File: src/rtl/prime_bank_pkg.sv
package prime_bank_pkg;

    // residue of 2^k modulo (2^m - 1) is 2^(k mod m)
    function automatic int unsigned bit_residue(input int unsigned k, input int unsigned m);
        return 32'd1 << (k % m);
    endfunction

    // number of m-bit slices covering a w-bit address
    function automatic int unsigned slice_count(input int unsigned w, input int unsigned m);
        return (w + m - 1) / m;
    endfunction

endpackage

File: src/rtl/prime_residue_sum.sv
module prime_residue_sum
    import prime_bank_pkg::*;
#(
    parameter int ADDR_W = 15,
    parameter int M_BITS = 5,
    parameter int SUM_W  = 8
) (
    input  logic [ADDR_W-1:0] addr,
    output logic [SUM_W-1:0]  sum
);

    logic [SUM_W-1:0] term [ADDR_W];

    // each set address bit contributes its precomputed residue
    for (genvar k = 0; k < ADDR_W; k++) begin : g_term
        localparam logic [SUM_W-1:0] RES = SUM_W'(bit_residue(k, M_BITS));
        assign term[k] = addr[k] ? RES : '0;
    end

    always_comb begin
        sum = '0;
        for (int k = 0; k < ADDR_W; k++) begin
            sum = sum + term[k];
        end
    end

endmodule

File: src/rtl/prime_eac_fold.sv
module prime_eac_fold #(
    parameter int SUM_W  = 8,
    parameter int M_BITS = 5
) (
    input  logic [SUM_W-1:0]  sum,
    output logic [M_BITS-1:0] bank,
    output logic              spill
);

    localparam int NFOLD = SUM_W / M_BITS + 2;

    logic [SUM_W-1:0] stage [NFOLD+1];
    logic [SUM_W-1:0] last;

    assign stage[0] = sum;

    // end-around carry: upper part is added back onto the low M bits
    for (genvar j = 0; j < NFOLD; j++) begin : g_fold
        assign stage[j+1] = SUM_W'(stage[j][M_BITS-1:0]) + (stage[j] >> M_BITS);
    end

    assign last  = stage[NFOLD];
    assign spill = |last[SUM_W-1:M_BITS];

    // all-ones is congruent to zero modulo 2^M - 1
    always_comb begin
        if (last[M_BITS-1:0] == {M_BITS{1'b1}}) begin
            bank = '0;
        end else begin
            bank = last[M_BITS-1:0];
        end
    end

endmodule

File: src/rtl/prime_bank_mapper.sv
module prime_bank_mapper
    import prime_bank_pkg::*;
#(
    parameter int M_BITS = 5,
    parameter int OFS_W  = 10,
    parameter int ADDR_W = M_BITS + OFS_W
) (
    input  logic              clk,
    input  logic              rst_n,
    input  logic              in_valid,
    input  logic [ADDR_W-1:0] in_addr,
    output logic              out_valid,
    output logic [M_BITS-1:0] out_bank,
    output logic [OFS_W-1:0]  out_offset
);

    localparam int NSLICE = slice_count(ADDR_W, M_BITS);
    localparam int SUM_W  = M_BITS + $clog2(NSLICE) + 1;

    typedef struct packed {
        logic             vld;
        logic [SUM_W-1:0] sum;
        logic [OFS_W-1:0] ofs;
    } sum_stage_t;

    typedef struct packed {
        logic              vld;
        logic [M_BITS-1:0] bank;
        logic [OFS_W-1:0]  ofs;
    } fold_stage_t;

    typedef struct packed {
        sum_stage_t  s1;
        fold_stage_t s2;
    } pipe_t;

    pipe_t            pipe_d, pipe_q;
    logic [SUM_W-1:0] sum_w;
    logic [M_BITS-1:0] bank_w;
    logic             spill_w;

    prime_residue_sum #(
        .ADDR_W (ADDR_W),
        .M_BITS (M_BITS),
        .SUM_W  (SUM_W)
    ) u_sum (
        .addr (in_addr),
        .sum  (sum_w)
    );

    prime_eac_fold #(
        .SUM_W  (SUM_W),
        .M_BITS (M_BITS)
    ) u_fold (
        .sum   (pipe_q.s1.sum),
        .bank  (bank_w),
        .spill (spill_w)
    );

    always_comb begin
        pipe_d        = pipe_q;
        pipe_d.s1.vld = in_valid;
        if (in_valid) begin
            pipe_d.s1.sum = sum_w;
            pipe_d.s1.ofs = in_addr[OFS_W-1:0];
        end
        pipe_d.s2.vld = pipe_q.s1.vld;
        if (pipe_q.s1.vld) begin
            pipe_d.s2.bank = bank_w;
            pipe_d.s2.ofs  = pipe_q.s1.ofs;
        end
    end

    always_ff @(posedge clk or negedge rst_n) begin
        if (!rst_n) begin
            pipe_q <= '0;
        end else begin
            pipe_q <= pipe_d;
        end
    end

    assign out_valid  = pipe_q.s2.vld;
    assign out_bank   = pipe_q.s2.bank;
    assign out_offset = pipe_q.s2.ofs;


    accept_chk: assert property (@(posedge clk) disable iff (!rst_n)
        in_valid |=> pipe_q.s1.vld);


    idle_chk: assert property (@(posedge clk) disable iff (!rst_n)
        !in_valid |=> !pipe_q.s1.vld);


    latency_chk: assert property (@(posedge clk) disable iff (!rst_n)
        pipe_q.s1.vld |=> out_valid);


    offset_carry_chk: assert property (@(posedge clk) disable iff (!rst_n)
        pipe_q.s1.vld |=> (out_offset == $past(pipe_q.s1.ofs)));


    fold_fit_chk: assert property (@(posedge clk) disable iff (!rst_n)
        pipe_q.s1.vld |-> !spill_w);


    bank_range_chk: assert property (@(posedge clk) disable iff (!rst_n)
        out_valid |-> (out_bank != {M_BITS{1'b1}}));


    hold_chk: assert property (@(posedge clk) disable iff (!rst_n)
        !pipe_q.s1.vld |=> ($stable(out_bank) && $stable(out_offset)));

endmodule

File: config.mk
export PLATFORM = sky130hd
export DESIGN_NAME = prime_bank_mapper
export DESIGN_NICKNAME = d
export VERILOG_FILES = /design/src/rtl/prime_bank_pkg.sv /design/src/rtl/prime_residue_sum.sv /design/src/rtl/prime_eac_fold.sv /design/src/rtl/prime_bank_mapper.sv
export SDC_FILE = /design/constraint.sdc
export NUM_CORES = 1
export LEC_CHECK = 0
export ABC_AREA = 1
export CAP_MARGIN = 20
export CORE_MARGIN = 2
export CORE_UTILIZATION = 45
export DETAILED_ROUTE_END_ITERATION = 6
export PLACE_DENSITY = 0.8
export REMOVE_ABC_BUFFERS = 1
export SLEW_MARGIN = 0
export SYNTH_ARGS = -nofsm -noshare
export SYNTH_HDL_FRONTEND = slang
export SYNTH_SLANG_ARGS = --single-unit
File: constraint.sdc
create_clock -name clk -period 3.3 [get_ports clk]
set_clock_uncertainty 0.2 [all_clocks]
set_input_delay 0.495 -clock clk [delete_from_list [all_inputs] [get_ports clk]]
set_output_delay 0.495 -clock clk [all_outputs]
set_load 0.01 [all_outputs]
### Yosys cells after proc, flatten, opt, wreduce, memory -nomap -nowiden

Index checks and enable logic that the tools add are counted.
Widths: inputs -> output; s select.

| word-level totals | value |
|---|---|
| logic and storage cells | 40 |
| bits in latches | 0 |
| RAM bits | 0 |
| register bits after elaboration | 35 |
| bits in read-only memories | 0 |
| output and inout port bits | 16 |
| memories | 0 |
| input bits | 18 |

| cells by class | value |
|---|---|
| div/mod/pow operators | 0 |
| reduce and logical (&&, ||, !) cells | 0 |
| bitwise gates (word level) | 0 |
| add/subtract/negate cells | 17 |
| $lt $le $gt $ge | 0 |
| multiply operators | 0 |
| shifts and indexed selects | 0 |
| equal/unequal tests | 1 |
| muxes and demuxes | 16 |

Operator list:

| kind | number |
|---|---|
| $add 8x8->8 | 14 |
| $mux 5 | 4 |
| $add 5x3->6 | 2 |
| $mux 4 | 3 |
| $mux 3 | 3 |
| $mux 2 | 3 |
| $add 5x3->5 | 1 |
| $eq 5x5->1 const B | 1 |
| $mux 1 | 3 |

### Longest topological paths before layout

| depth | value |
|---|---|
| word-level depth | 15 |
| mapped depth | 23 |
| mapped depth without buffers | 23 |

### Cells and area by module

From an unflattened synthesis, not the netlist that was laid out.

| second synthesis, totals | value |
|---|---|
| cells, all modules | 280 |
| area, all modules | 2,235.9 sq um |

By module, submodules not included:

| module | cells each | seq. area each (sq um) | area an instance (sq um) | times used |
|---|---|---|---|---|
| prime_bank_mapper | 157 | 875.8 | 1,480.2 | 1 |
| prime_eac_fold | 78 | 0.0 | 436.7 | 1 |
| prime_residue_sum | 45 | 0.0 | 319.1 | 1 |

### Worst setup path after synthesis

Ideal clock, no wire load.

| path | value |
|---|---|
| path kind | reg2reg |
| from | register pipe_q[27] (netlist name) |
| to | register pipe_q, in the netlist out_bank[2] |
| slack | 0.435 ns |
| period minus slack after synthesis | 2.865 ns |
| stages on the path, launching flop included | 22 |
| buffers on the path | 0 |
| required time | 2.984 ns |
| arrival | 2.548 ns |
| library setup time | 0.116 ns |
| cells stage by stage | dfrtp_1 -> ha_1 -> nand2_1 -> nand2_1 -> nand3_1 -> nor2_1 -> ha_1 -> nand2_1 -> inv_1 -> nand3_1 -> nor2_1 -> nand2_1 -> inv_1 -> ha_1 -> ha_1 -> nand2_1 -> nor2_4 -> inv_2 -> nor2_2 -> nand2_2 -> nand2_1 -> nand2_1 |

| on the way | value |
|---|---|
| longest elaborated chain between the ends | 5 |

RTL lines:

| element | RTL line | source |
|---|---|---|
| from (decl) | prime_bank_mapper.sv:37 | `pipe_t pipe_d, pipe_q;` |
| from (signal assigned) | prime_bank_mapper.sv:78 | `pipe_q <= pipe_d;` |
| $add 5x3->6 (*) (2 in a row) | prime_eac_fold.sv:19 | `assign stage[j+1] = SUM_W'(stage[j][M_BITS-1:0]) + (stage[j] >> M_BITS);` |
| $add 5x3->5 (*) | prime_eac_fold.sv:19 |  |
| $eq 5x5->1 | prime_eac_fold.sv:27 | `if (last[M_BITS-1:0] == {M_BITS{1'b1}}) begin` |
| $mux 5 (*) | prime_eac_fold.sv:27 |  |

Mark *: on every way between the ends. The rest lies on a longest branch, timed or not.
A chain may end at the register's enable or synchronous reset.

### Worst setup path after layout

| path | value |
|---|---|
| from | register pipe_q[32] (netlist name) |
| to | register pipe_q, in the netlist out_bank[1] |

The elaborated chain is that of the path after synthesis.

==> impl_metrics.ini <==
[status]
outcome = completed

[critical_path]
reg2reg_slack_ns = 0.19
r2r-start = pipe_q[32]
end_kind = flip-flop
ff2ff_path_depth = 23
cp_max_fo = 4
required_ns = 3.28
startpoint_type = flip-flop
crit_arrival_ns = 3.08
rr_endpoint = out_bank[1]
critPathKind = flip-flop to flip-flop

[logic_synthesis]
synth_cells = 251
synth_cell_types = 22
avgSynthCellArea_um2 = 8.03
yosys.area.top_type_share_pct = 42.2
ys_seq_area_share_pct = 42.2
yosysTopAreaCell = dfrtp_1
yosys_warnings = 0
ys_ff_latch = 34
syn-cell-area_um2 = 2020
synth_area_leaders = dfrtp_1 42%, nand2_1 18%, fa_1 7.0%

[placement]
gp_congestion = 0.825
hpwl_mm = 2.76
port_buffers = 33

[grt]
grt_pass1_vias = 1568
grt_max_degree = 35
antenna_found_initial = 0
grt_overflow = 0
grt_pass1_wl_mm = 6.69
grt_util_all_layers_pct = 16.9

[timing]
relSlewSlack_pct = 61.3
setup_violations = 0
tightest_slew_ns = 0.580
drv_slew = 0
hold_viol = 0
max_freq_mhz = 322
fin_crit_ns = 3.11
finalCritPeriodShare_pct = 94.1

[worst_hold_path]
worstHoldPathCells = 2
hold_start = out_offset[6]
hold_end = out_offset[6]
worstHoldPathType = flip-flop to flip-flop

[detailed_routing]
antenna_left = 0
drt_iter0_drc = 97
viasPerCell = 4.86
routed_wl_mm = 3.98
dr.pass1.iters = 4
routedWlPerCell_um = 12.2
vias = 1590
drcViolationCount = 0

[floorplanning]
fp.dieArea_um2 = 5030
die_h_um = 70.9
ios = 34
rows = 24
fp.dieW_um = 70.9
initial_core_util_pct = 46.6
core_area_um2 = 4320

[run]
max-cap-violations = 0

[finish]
diodes = 0
layout_common_cells = 97 x nand2_1, 34 x dfrtp_1, 33 x clkdlybuf4s50_1, 29 x inv_1, 11 x nand3_1
nNetsFinal = 309
final_core_util_pct = 57.1
area_growth_pct = 22.4
drive_above_1_share_pct = 11.3
fillCellCount = 380
mostFrequentLayoutCell = nand2_1

[clock_network]
cts_tree = built
root_buffer = clkbuf_8
clk_pin_slew_ns = 0.08
numCtsBuffers = 5
h-tree-depth = 2
clk_path_buf_depth = 2
clkLatencyLatePin_ns = 0.29
cts.sinks = 34

[power_and_ir_drop]
cellPowerDensity_nw_per_um2 = 577
power.total_mw = 1.42
ir_worst_vdd_mv = 0.200
p_leak_nw = 1.27
[routing by layer]
metal  share of wire, %  GRT usage, %
met3                5.5          5.27
met5                  0             0
met4               0.95          5.45
met1                 43          20.7
met2                 50          28.7
[worst max-delay path: stages, from the launching register on]
cell	delay [ns]
dfrtp_1	0.44
ha_4	0.29
nand2_1	0.05
nand2_1	0.10
nand3_2	0.11
nor2_4	0.15
ha_1	0.15
nand2_1	0.07
inv_1	0.07
nand3_2	0.12
nor2_2	0.11
nand2_1	0.10
inv_1	0.07
ha_1	0.16
ha_2	0.18
inv_1	0.05
nand2_1	0.07
nand2_2	0.07
nor2_4	0.09
inv_2	0.04
nor2_2	0.10
nand2_2	0.08
nand2_1	0.06
nand2_1	0.05
[cells in the mapped netlist (all sizes together)]
master  instances
inv            31
a21oi           1
buf            18
o22ai           1
ha             10
o21ai          10
a31oi           1
nand2         104
o211ai          1
xnor2           1
clkbuf          3
dfrtp          34
nand3          13
xor2            1
fa              7
nor2           15
[stage by stage]
step | setup slack, ns | area [um^2] | TNS (ns) | instances | hold slack [ns]
3_3_place_gp | 0.220 | 2280 | 0 | 317 | 0.254
3_5_place_dp | 0.153 | 2280 | 0 | 317 | 0.259
6_report | 0.194 | 2470 | 0 | 327 | 0.276
5_1_grt | -0.0582 | 2470 | -0.208 | 327 | 0.307
4_1_cts | 0.126 | 2420 | 0 | 325 | 0.276
2_1_floorplan | 0.433 | 1870 | 0 | 230 | -0.000591
[logic make-up after synthesis]
kind of cell	after synthesis	share of synthesized area, %
AO/OA/AOI/OAI	14	3.72
XOR/XNOR	2	0.869
adder cells (fa/ha/maj)	17	13.2
buffers and inverters	52	13.0
flip-flops	34	42.2
AND/OR/NAND/NOR	132	27.0
[how the worst max path moves through the flow]
stage                     from     endpoint
floorplan           pipe_q[27]  out_bank[2]
global placement    pipe_q[27]  out_bank[3]
detailed placement  pipe_q[27]  out_bank[0]
CTS                 pipe_q[32]  out_bank[2]
global route        pipe_q[32]  out_bank[0]
finish              pipe_q[32]  out_bank[1]
[where the power goes]
part / total (mW) / leakage (nW) / switching (mW) / internal, mW
Sequential: 0.533 / 0.418 / 0.0503 / 0.483
Combinational: 0.427 / 0.784 / 0.231 / 0.196
Clock: 0.463 / 0.0683 / 0.161 / 0.303
[area by class of cell]
class	instances	area, um^2	share of cell area, %
multi-input combinational	165	937	38.0
sequential	34	851	34.5
timing repair buffer	37	360	14.6
inverter	31	116	4.72
clock buffer	5	68.8	2.79
clock inverter	3	68.8	2.79
tap	52	65.1	2.64
[state kept, by name, indices dropped and copies added, names as in the netlist]
name / flops
pipe_q: 17
out_bank: 5
pipe_d: 1
out_valid: 1
out_offset: 10
[repair_timing]
item,4_1_cts,5_1_grt
buffers inserted,0,2
gates resized for setup,0,7
hold buffers,0,0
setup endpoints to repair,0,5
Note: power is estimated with default switching activity, not from simulation.
